===== src/rtl/xlate_pkg.sv =====
package xlate_pkg;
  localparam int ADDR_W = 32;

  // Decoded view of one window, handed from control to datapath
  typedef struct packed {
    logic              active;
    logic [ADDR_W-1:0] hiMask;
    logic [ADDR_W-1:0] baseAddr;
    logic [ADDR_W-1:0] mapAddr;
    logic              prefetch;
    logic [2:0]        cycType;
    logic              lowEn;
  } winCfg_t;
endpackage


===== src/rtl/xlate_regs.sv =====
module xlate_regs
  import xlate_pkg::*;
#(
  parameter int NUM_WIN   = 3,
  parameter int MIN_SHIFT = 20,
  parameter int MAX_CODE  = 11,
  parameter int IO_SHIFT  = 24,
  parameter int REG_AW    = 3
) (
  input  logic                    clk,
  input  logic                    rstN,
  input  logic                    regWe,
  input  logic [REG_AW-1:0]       regAddr,
  input  logic [ADDR_W-1:0]       regWdata,
  output logic [ADDR_W-1:0]       regRdata,
  output winCfg_t [NUM_WIN-1:0]   cfg
);
  localparam int MAP_W  = 16;
  localparam int MEM_FW = ADDR_W - MIN_SHIFT;
  localparam int IO_FW  = ADDR_W - IO_SHIFT;
  localparam logic [ADDR_W-1:0] MEM_BASE_MASK =
    {{MEM_FW{1'b1}}, {(MIN_SHIFT-8){1'b0}}, 8'hF9};
  localparam logic [ADDR_W-1:0] IO_BASE_MASK = ADDR_W'(16'hFF09);
  localparam logic [MAP_W-1:0]  MEM_MAP_MASK = 16'hFFFF;
  localparam logic [MAP_W-1:0]  IO_MAP_MASK  = 16'hFF0F;

  logic [ADDR_W-1:0] baseReg [NUM_WIN];
  logic [MAP_W-1:0]  mapReg  [NUM_WIN];

  generate
    for (genvar w = 0; w < NUM_WIN; w++) begin : gWin
      localparam bit IS_IO = (w == NUM_WIN - 1);
      localparam logic [ADDR_W-1:0] B_MASK = IS_IO ? IO_BASE_MASK : MEM_BASE_MASK;
      localparam logic [MAP_W-1:0]  M_MASK = IS_IO ? IO_MAP_MASK : MEM_MAP_MASK;

      always_ff @(posedge clk) begin
        if (!rstN) begin
          baseReg[w] <= '0;
          mapReg[w]  <= '0;
        end else if (regWe) begin
          if (regAddr == REG_AW'(2*w))     baseReg[w] <= regWdata & B_MASK;
          if (regAddr == REG_AW'(2*w + 1)) mapReg[w]  <= regWdata[MAP_W-1:0] & M_MASK;
        end
      end

      if (IS_IO) begin : gIo
        always_comb begin
          cfg[w].active   = baseReg[w][0];
          cfg[w].hiMask   = {ADDR_W{1'b1}} << IO_SHIFT;
          cfg[w].baseAddr = {baseReg[w][MAP_W-1 -: IO_FW], {IO_SHIFT{1'b0}}};
          cfg[w].mapAddr  = {mapReg[w][MAP_W-1 -: IO_FW], {IO_SHIFT{1'b0}}};
        end
      end else begin : gMem
        logic [3:0] sizeCode;
        assign sizeCode = baseReg[w][7:4];
        always_comb begin
          cfg[w].active   = baseReg[w][0] && (int'(sizeCode) <= MAX_CODE);
          cfg[w].hiMask   = {ADDR_W{1'b1}} << (MIN_SHIFT + int'(sizeCode));
          cfg[w].baseAddr = {baseReg[w][ADDR_W-1 -: MEM_FW], {MIN_SHIFT{1'b0}}};
          cfg[w].mapAddr  = {mapReg[w][MAP_W-1 -: MEM_FW], {MIN_SHIFT{1'b0}}};
        end
      end

      assign cfg[w].prefetch = baseReg[w][3];
      assign cfg[w].cycType  = mapReg[w][3:1];
      assign cfg[w].lowEn    = mapReg[w][0];

      // Registers hold their value without a write strobe
      assert_hold_R2: assert property (@(posedge clk) disable iff (!rstN)
        !regWe |=> ($stable(baseReg[w]) && $stable(mapReg[w])));
    end
  endgenerate

  always_comb begin
    regRdata = '0;
    for (int w = 0; w < NUM_WIN; w++) begin
      if (regAddr == REG_AW'(2*w))     regRdata = baseReg[w];
      if (regAddr == REG_AW'(2*w + 1)) regRdata = ADDR_W'(mapReg[w]);
    end
  end
endmodule


===== src/rtl/xlate_match.sv =====
module xlate_match
  import xlate_pkg::*;
#(
  parameter int NUM_WIN = 3,
  parameter int WIN_W   = 2
) (
  input  logic                  clk,
  input  logic                  rstN,
  input  logic                  reqValid,
  input  logic [ADDR_W-1:0]     reqAddr,
  input  winCfg_t [NUM_WIN-1:0] cfg,
  output logic                  rspValid,
  output logic                  rspHit,
  output logic [WIN_W-1:0]      rspWin,
  output logic [ADDR_W-1:0]     rspAddr,
  output logic [2:0]            rspCycle,
  output logic                  rspPrefetch
);
  logic [NUM_WIN-1:0] hitVec;
  logic               anyHit;
  logic [WIN_W-1:0]   selIdx;
  winCfg_t            selCfg;
  logic [ADDR_W-1:0]  xAddr;

  generate
    for (genvar w = 0; w < NUM_WIN; w++) begin : gCmp
      assign hitVec[w] = cfg[w].active &&
        (((reqAddr ^ cfg[w].baseAddr) & cfg[w].hiMask) == '0);
    end
  endgenerate

  // Lowest index wins: scan downward, last assignment sticks
  always_comb begin
    anyHit = 1'b0;
    selIdx = '0;
    for (int w = NUM_WIN - 1; w >= 0; w--) begin
      if (hitVec[w]) begin
        anyHit = 1'b1;
        selIdx = WIN_W'(w);
      end
    end
  end

  assign selCfg = cfg[selIdx];

  always_comb begin
    xAddr = (selCfg.mapAddr & selCfg.hiMask) | (reqAddr & ~selCfg.hiMask);
    xAddr[1:0] = selCfg.lowEn ? reqAddr[1:0] : 2'b00;
  end

  always_ff @(posedge clk) begin
    if (!rstN) begin
      rspValid    <= 1'b0;
      rspHit      <= 1'b0;
      rspWin      <= '0;
      rspAddr     <= '0;
      rspCycle    <= '0;
      rspPrefetch <= 1'b0;
    end else begin
      rspValid <= reqValid;
      if (reqValid && anyHit) begin
        rspHit      <= 1'b1;
        rspWin      <= selIdx;
        rspAddr     <= xAddr;
        rspCycle    <= selCfg.cycType;
        rspPrefetch <= selCfg.prefetch;
      end else begin
        rspHit      <= 1'b0;
        rspWin      <= '0;
        rspAddr     <= '0;
        rspCycle    <= '0;
        rspPrefetch <= 1'b0;
      end
    end
  end

  assert_first_match_R5: assert property (@(posedge clk) disable iff (!rstN)
    (reqValid && hitVec[0]) |=> (rspHit && rspWin == '0));

  assert_miss_quiet_R10: assert property (@(posedge clk) disable iff (!rstN)
    (reqValid && hitVec == '0) |=> (!rspHit && rspAddr == '0 && rspCycle == '0 && !rspPrefetch));

  assert_latency_R11: assert property (@(posedge clk) disable iff (!rstN)
    reqValid |=> rspValid);

  assert_idle_R11: assert property (@(posedge clk) disable iff (!rstN)
    !reqValid |=> (!rspValid && !rspHit));

  assert_low_bits_R7: assert property (@(posedge clk) disable iff (!rstN)
    (reqValid && anyHit && !selCfg.lowEn) |=> (rspAddr[1:0] == 2'b00));
endmodule


===== src/rtl/addr_window_xlate.sv =====
module addr_window_xlate
  import xlate_pkg::*;
#(
  parameter int NUM_WIN   = 3,
  parameter int MIN_SHIFT = 20,
  parameter int MAX_CODE  = 11,
  parameter int IO_SHIFT  = 24
) (
  input  logic        clk,
  input  logic        rstN,
  input  logic        regWe,
  input  logic [2:0]  regAddr,
  input  logic [31:0] regWdata,
  output logic [31:0] regRdata,
  input  logic        reqValid,
  input  logic [31:0] reqAddr,
  output logic        rspValid,
  output logic        rspHit,
  output logic [1:0]  rspWin,
  output logic [31:0] rspAddr,
  output logic [2:0]  rspCycle,
  output logic        rspPrefetch
);
  localparam int REG_AW = 3;
  localparam int WIN_W  = 2;

  winCfg_t [NUM_WIN-1:0] cfg;

  xlate_regs #(
    .NUM_WIN(NUM_WIN), .MIN_SHIFT(MIN_SHIFT), .MAX_CODE(MAX_CODE),
    .IO_SHIFT(IO_SHIFT), .REG_AW(REG_AW)
  ) uRegs (
    .clk(clk), .rstN(rstN), .regWe(regWe), .regAddr(regAddr),
    .regWdata(regWdata), .regRdata(regRdata), .cfg(cfg)
  );

  xlate_match #(.NUM_WIN(NUM_WIN), .WIN_W(WIN_W)) uMatch (
    .clk(clk), .rstN(rstN), .reqValid(reqValid), .reqAddr(reqAddr), .cfg(cfg),
    .rspValid(rspValid), .rspHit(rspHit), .rspWin(rspWin), .rspAddr(rspAddr),
    .rspCycle(rspCycle), .rspPrefetch(rspPrefetch)
  );
endmodule


===== config.mk =====
export PLATFORM = sky130hd
export DESIGN_NAME = addr_window_xlate
export DESIGN_NICKNAME = d
export VERILOG_FILES = /design/src/rtl/xlate_pkg.sv /design/src/rtl/xlate_regs.sv /design/src/rtl/xlate_match.sv /design/src/rtl/addr_window_xlate.sv
export SDC_FILE = /design/constraint.sdc
export NUM_CORES = 1
export LEC_CHECK = 0
export CAP_MARGIN = 20
export CORE_AREA = 4 4 184 151
export CTS_CLUSTER_SIZE = 14
export DETAILED_ROUTE_END_ITERATION = 10
export DIE_AREA = 0 0 188 155
export PLACE_DENSITY = 0.59
export SLEW_MARGIN = 20
export SYNTH_ARGS = -nofsm -noshare
export SYNTH_HDL_FRONTEND = slang
export SYNTH_HIERARCHICAL = 1
export SYNTH_SLANG_ARGS = --single-unit

===== constraint.sdc =====
create_clock -name clk -period 3.8 [get_ports clk]
set_input_delay 0.76 -clock clk [delete_from_list [all_inputs] [get_ports clk]]
set_output_delay 0.76 -clock clk [all_outputs]
set_load 0.05 [all_outputs]

-- Word-level counts from Yosys, hierarchy flattened
Memories as Yosys holds them, arrays and structs flattened.
Cells that the tools add are included.
Widths: inputs -> output; s select.
- bits of input ports: 71
- register bits after elaboration: 40
- output and inout bits: 72
- bits in writable memories: 126
- memories: 2
- magnitude comparators: 3
- muxes and demuxes: 46
- $add $sub $neg: 2
- reduce and logical (&&, ||, !) cells: 12
- bitwise logic cells: 15
- equality and inequality tests: 5
- shift-type cells: 2
- memory list (memory ; words ; width ; rd ports ; clocked after memory_dff ; wr ports ; line ; text):
    uRegs.baseReg ; 3 ; 26 ; 3 ; 0 ; 3 ; xlate_regs.sv:27 ; logic [ADDR_W-1:0] baseReg [NUM_WIN];
    uRegs.mapReg ; 3 ; 16 ; 3 ; 0 ; 3 ; xlate_regs.sv:28 ; logic [MAP_W-1:0] mapReg [NUM_WIN];
- operators by type and width (operator ; number):
    $bmux 102 s2 ; 1
    $mux 32 ; 6
    $and 32x32->32 ; 4
    $mux 101 ; 1
    $logic_not 32->1 ; 3
    $xor 32x32->32 ; 3
    $mux 26 ; 3
    $shl 32x32->32 const A ; 2
    $mux 16 ; 3
    $not 32->32 ; 1
    $or 32x32->32 ; 1
    $mux 1 ; 29
    $add 5x4->6 const A ; 2
    $le 4x4->1 const B ; 2
    $eq 3x2->1 const B ; 2
    $eq 3x3->1 const B ; 2
    $logic_and 1x1->1 ; 6
    $mux 2 ; 3
    $or 1x1->1 ; 6
    $eq 3x1->1 const B ; 1
    $logic_not 3->1 ; 1
    $lt 2x3->1 const B ; 1
    $reduce_and 3->1 ; 1
    $reduce_and 2->1 ; 1

-- Depth between registers and ports, before layout
Gate-level depths: netlist (run 1).
An unclocked memory read counts as a cell.
- depth in word-level cells: 13
- gate-level depth with buffers: 15
- mapped depth without buffers: 12

-- Modules after synthesis
Netlist (run 1), hierarchy kept.
- modules (own cells, without submodules) (module ; cells an instance ; area each (sq um) ; times used):
    xlate_regs ; 584 ; 6267.3 ; 1
    xlate_match ; 506 ; 3962.6 ; 1

-- Worst setup path after synthesis (run 1)
No wires, ideal clock.
- kind: in2out
- from: in regAddr[1]
- to: out regRdata[0]
- setup slack: 0.529 ns
- stages on the path: 4
- data required time: 3.040 ns
- arrival time: 2.511 ns
- cell sequence: buf_4 > nand2b_1 > o21bai_1 > a222oi_1
- cells in the longest elaborated chain, start to end: 7
- RTL lines (item ; line ; text):
    start, declared ; addr_window_xlate.sv:12 ; input logic [2:0] regAddr,
    $logic_not 3->1 ; xlate_regs.sv:77 ; if (regAddr == REG_AW'(2*w)) regRdata = baseReg[w];
    $mux 32 ; xlate_regs.sv:77 ;
    $mux 32 ; xlate_regs.sv:78 ; if (regAddr == REG_AW'(2*w + 1)) regRdata = ADDR_W'(mapReg[w]);
    $mux 32 ; xlate_regs.sv:77 ;
    $mux 32 ; xlate_regs.sv:78 ;
    $mux 32 ; xlate_regs.sv:77 ;
    $mux 32 (*) ; xlate_regs.sv:78 ;
    end, declared ; addr_window_xlate.sv:14 ; output logic [31:0] regRdata,
Every way passes the cells marked *; elsewhere a longest branch is shown, timed or not.

==> out/qor.yml, run 1 <==
global_route:
  grt_use_total_pct: 21.7
  grt_max_degree: 33
  antenna_found_initial: 0
  grt_pass1_vias: 7677
  grt_pass1_wl_um: 47800
  overflow: 0
clock_network:
  postCtsResizedCells: 0
  post_cts_buffers: 0
  clkLatencyLatePin_ns: 0.43
  htreeDepth: 4
  clk_pin_slew_ns: 0.06
  clock-sinks: 130
  cts_tree: "done"
  hold_buffers: 0
  clockBufferDepth: 2
  cts_buffers: 17
  clock-root-buffer: "clkbuf_16"
placed_design:
  gp_congestion: 0.948
  place_inst: 1562
  numPortBuffers: 134
  dp_hpwl_um: 24400
  post-place-ws_ns: 0.0488
floorplanning:
  rows: 53
  die_x_um: 188
  core_um2: 25900
  start_util_pct: 39.3
  ios: 143
  die-height_um: 155
  die_area_um2: 29100
timing:
  finalSetupViolCount: 0
  slew_headroom_pct: 34.8
  setup_tns_ns: 0
  setup_ws_ns: 0.108
  rsz0062_at_grt: "false"
  fin_worst_skew_ns: 0.0132
  fin_crit_ns: 3.69
  hold_viol: 0
  maxSlewViolCount: 0
  worst_slew_pin_slew_ns: 0.977
  min_period_over_period_pct: 97.2
  fmax_mhz: 271
job:
  max_cap_violations: 0
worst_setup_path:
  cp_slowest_cell: "nor2_2"
  critical-path-top-delay-family: "simple AND/OR/NAND/NOR gates"
  r2r_start: "uRegs/baseReg[1][5]"
  path_buf_inv: 2
  cpPeakStageDelay_ns: 0.75
  critPathArrivalTime_ns: 4.02
  critPathMaxFanout: 17
  crit_required_ns: 4.13
  crit_chain: "inv_1 -> ha_1 -> nor2b_1 -> a21oi_1 -> a221oi_1 -> and3_1 -> nand2_1 -> nor2_2 -> buf_4 -> nand3_1 -> a41oi_1"
  startpoint_type: "register"
  critPathLaunch: "uRegs/baseReg[1][5]"
  crit_type: "reg -> reg"
  end_kind: "register"
detailed_routing:
  antenna_left: 0
  drt-pass1-iter-count: 5
  drt_iter0_markers: 864
  wl_per_cell_um: 20.1
  vias: 7980
  drc_errors: 0
  wirelength_um: 32100
  viasPerCell: 5.01
finish:
  finalNetCount: 1303
  mostFrequentLayoutCells: "conb_1, nand3_1, clkdlybuf4s50_1"
  multi_input_area_um2: 5380
  n_fill_cell: 2435
  fin_cells: 1594
  area_growth_pct: 19.7
  antenna_cells: 0
  fin_util_pct: 47.0
  drive_above_1_share_pct: 14.0
  final_common_cell: "conb_1"
  ff_latch_area_um2: 3500
worst_hold_path:
  hold_path_class: "reg -> reg"
  holdCritStartpoint: "uRegs/mapReg[1][1]"
pwr:
  p_per_area_nw_per_um2: 342
  leakage_nw: 4.83
  finalPower_w: 0.00417
  vdd_drop_max_v: 0.000304
yosys:
  synth_warnings: 6
  syn_area_per_cell_um2: 9.40
  syn_inst: 1084
  synth.cell_area_um2: 10200
outcome:
  status: "finished, final reports clean"
## worst min-delay path, delay by kind of cell (launching register included)
| family | cells | cell delay [ns] |
|---|---|---|
| flip-flops | 1 | 0.39 |
| AO/OA/AOI/OAI | 1 | 0.08 |
| AND/OR/NAND/NOR | 1 | 0.07 |
## report_power, final
| group | internal [W] | switching [W] | total [W] |
|---|---|---|---|
| Clock | 0.000976 | 0.000684 | 0.00166 |
| Combinational | 0.000371 | 0.000494 | 0.000865 |
| Sequential | 0.00158 | 0.0000640 | 0.00165 |
| Total | 0.00293 | 0.00124 | 0.00417 |
## registers in the layout (all words and copies together) (netlist names)
name,cells
uMatch/rspValid,1
uRegs/mapReg,44
uMatch/rspHit,1
uMatch/rspCycle,3
uMatch/rspWin,2
uMatch/rspAddr,32
uRegs/baseReg,46
uMatch/rspPrefetch,1
## metal layers
metal / global-route usage, % / part of all wire (%)
met5: 0 / 0
met4: 4.86 / 1.4
met3: 4.51 / 8.5
met2: 32.1 / 43
met1: 32.6 / 47
## final cells by class
cell class	instances	share of cell area [%]
Clock inverter	14	1.28
Multi-Input combinational cell	857	44.2
Inverter	17	0.524
Tap cell	357	3.66
Timing Repair Buffer	201	18.1
Sequential cell	130	28.7
Clock buffer	18	3.52
## per-stage QoR
stage	cell area (µm²)	hold slack [ns]
after floorplan	10900	0.543
after global placement	11600	0.562
after global routing	12200	0.600
after CTS	12200	0.582
final	12200	0.579
after detailed placement	11600	0.574
## final timing paths
path,end,slack (ns),cells past startpoint
min reg2reg,uMatch/rspCycle[0],0.58,2
min,uMatch/rspCycle[0],0.58,2
max,uMatch/rspAddr[29],0.11,11
max reg2reg,uMatch/rspAddr[29],0.11,11
Note: power is estimated with default switching activity, not from simulation.
==> run 2, diff against run 1 <==
--- a/config.mk
+++ b/config.mk
@@ -11,6 +11,7 @@
 export DETAILED_ROUTE_END_ITERATION = 10
 export DIE_AREA = 0 0 188 155
 export PLACE_DENSITY = 0.59
+export SETUP_SLACK_MARGIN = 0.1
 export SLEW_MARGIN = 20
 export SYNTH_ARGS = -nofsm -noshare
 export SYNTH_HDL_FRONTEND = slang
==> run 2 against run 1 <==
Against the previous run:
- worst setup slack gained 0.10 ns
- non-clock buffer count is the same
- global-route usage is the same
- flip-flop and latch count is the same
- hold slack is essentially flat
- clock skew is essentially flat
- core utilization is essentially flat
- die area is the same
- critical path type unchanged
- critical endpoint is now uMatch/rspAddr[7]
- highest routed layer unchanged
==> out/qor.yml, run 2 (synthesis results as in run 1) <==
finish:
  antenna_cells: 0  # unchanged
  largest_reg_flops: 46  # unchanged
  final_common_cell: "conb_1"  # unchanged
  drive_above_1_share_pct: 14.1  # was 14.0%
  top_register: "uRegs/baseReg"  # unchanged
  area_growth_pct: 19.8  # was 19.7%
  fin_util_pct: 47.0  # about the same
  finalNetCount: 1303  # unchanged
  mostFrequentLayoutCells: "conb_1, nand3_1, clkdlybuf4s50_1"  # unchanged
  reg.largest.list: "uRegs/baseReg x46, uRegs/mapReg x44, uMatch/rspAddr x32"  # unchanged
global_route:
  grt_pass1_vias: 7677  # unchanged
  antenna_found_initial: 0  # unchanged
  grt_use_total_pct: 21.7  # unchanged
  top_usage_layer: "met1"  # unchanged
  grt_max_degree: 33  # unchanged
  use_met3_pct: 4.51  # unchanged
  gr-usage-met2_pct: 32.1  # unchanged
  use_met1_pct: 32.6  # unchanged
  grt_pass1_wl_um: 47800  # unchanged
  overflow: 0  # unchanged
pwr:
  power.share.clock_pct: 39.8  # about the same
  finalPower_w: 0.00417  # about the same
  vdd_drop_max_v: 0.000304  # about the same
  power.switching_w: 0.00124  # about the same
  p_seq_share_pct: 39.5  # about the same
  p_per_area_nw_per_um2: 342  # about the same
  p_int_w: 0.00293  # about the same
  combinationalPowerShare_pct: 20.7  # about the same
  p_sw_share_pct: 29.7  # was 29.8%
  leakage_nw: 4.83  # about the same
worst_setup_path:
  startpoint_type: "register"  # unchanged
  crit_type: "reg -> reg"  # unchanged
  end_kind: "register"  # unchanged
  critPathMaxFanout: 32  # was 17
  critPathArrivalTime_ns: 3.89  # was 4.02 ns
  crit_required_ns: 4.10  # was 4.13 ns
timing:
  hold_viol: 0  # unchanged
  maxSlewViolCount: 0  # unchanged
  setup_tns_ns: 0  # unchanged
  min_period_over_period_pct: 94.5  # was 97.2%
  rsz0062_at_grt: "true"  # was false
  slew_headroom_pct: 46.9  # was 34.8%
  finalSetupViolCount: 0  # unchanged
  fin_worst_skew_ns: 0.0136  # was 0.0132 ns
  fin_crit_ns: 3.59  # was 3.69 ns
  fmax_mhz: 278  # was 271 MHz
  worst_slew_pin_slew_ns: 0.796  # was 0.977 ns
clock_network:
  clockBufferDepth: 2  # unchanged
  htreeDepth: 4  # unchanged
  clk_pin_slew_ns: 0.06  # about the same
  cts_tree: "done"  # unchanged
  clock-sinks: 130  # unchanged
  cts_buffers: 17  # unchanged
  clock-root-buffer: "clkbuf_16"  # unchanged
  clkLatencyLatePin_ns: 0.43  # about the same
outcome:
  status: "finished, final reports clean"  # unchanged
detailed_routing:
  drt-pass1-iter-count: 7  # was 5
  wl_per_cell_um: 20.1  # about the same
  wirelength_um: 32000  # was 32,100 µm
  antenna_left: 0  # unchanged
  drt_iter0_markers: 862  # was 864
  drc_errors: 0  # unchanged
  vias: 7979  # was 7,980
  viasPerCell: 5.01  # about the same
job:
  max_cap_violations: 0  # unchanged
placed_design:
  numPortBuffers: 134  # unchanged
  gp_congestion: 0.948  # unchanged
  dp_hpwl_um: 24400  # unchanged
floorplanning:
  die-height_um: 155  # unchanged
  die_area_um2: 29100  # unchanged
  rows: 53  # unchanged
  ios: 143  # unchanged
  die_x_um: 188  # unchanged
  start_util_pct: 39.3  # unchanged
  core_um2: 25900  # unchanged
worst_hold_path:
  hold_path_class: "reg -> reg"  # unchanged
## run 2: changes by cell type in the layout (fill, tap and decap cells not counted)
cell    previous run  this run
ha_1               8         7
ha_2               0         1
nor2_2             2         1
nor2_4             4         5
## run 2: path summary, 6_finish.rpt
check        slack [ns]  cells past startpoint                  to           startpoint
max                0.21                     12   uMatch/rspAddr[7]  uRegs/baseReg[1][5]
min                0.58                      2  uMatch/rspCycle[0]   uRegs/mapReg[1][1]
max reg2reg        0.21                     12   uMatch/rspAddr[7]  uRegs/baseReg[1][5]
min reg2reg        0.58                      2  uMatch/rspCycle[0]   uRegs/mapReg[1][1]
## run 2: timing repair
item / in CTS / in global routing
resized for setup: 0 / 2
setup buffers: 0 / 0
endpoints found under the setup margin: 0 / 4
hold buffers: 0 / 0
## run 2: cell type report
type,instances,area [µm²]
well taps,357,447
clock inverters,14,156
repair buffers,201,2210
flip-flops and latches,130,3500
fillers,2436,13700
multi-input cells,857,5390
inverters,17,63.8
clock buffers,18,429
## run 2: routing by layer
layer	vias to the layer above	wire, µm	share of wire (%)
met5	-	0	0
met1	3779	14800	46
met4	0	425	1.3
met3	30	2950	9.2
li1	3755	-	-
met2	415	13800	43
## run 2: metrics by stage
| step | setup WS, ns | cells | hold slack (ns) | cell area, µm² |
|---|---|---|---|---|
| floorplan | 0.529 | 1274 | 0.543 | 10900 |
| global placement | -0.0115 | 1562 | 0.562 | 11600 |
| detailed placement | 0.0488 | 1562 | 0.574 | 11600 |
| CTS | 0.254 | 1594 | 0.582 | 12200 |
| global route | 0.0696 | 1594 | 0.600 | 12200 |
| finish | 0.208 | 1594 | 0.579 | 12200 |
## run 2: worst max-delay path, cell delays in order (launching register included)
cell and delay (ns):
edfxtp_1 0.47, inv_1 0.07, ha_1 0.37, nor2b_1 0.26, a21oi_1 0.22, a221oi_1 0.39, and3_1 0.26, nand2_1 0.11
buf_4 0.29, a31oi_2 0.30, buf_4 0.26, o21ai_0 0.13, a41oi_1 0.32
## run 2: power by group through the flow
stage	clock, W	combinational [W]	sequential (W)
2_1_floorplan	0	0.000632	0.00164
3_3_place_gp	0	0.000830	0.00167
3_5_place_dp	0	0.000832	0.00167
4_1_cts	0.00169	0.000837	0.00164
5_1_grt	0.00177	0.000924	0.00165
6_report	0.00166	0.000864	0.00165
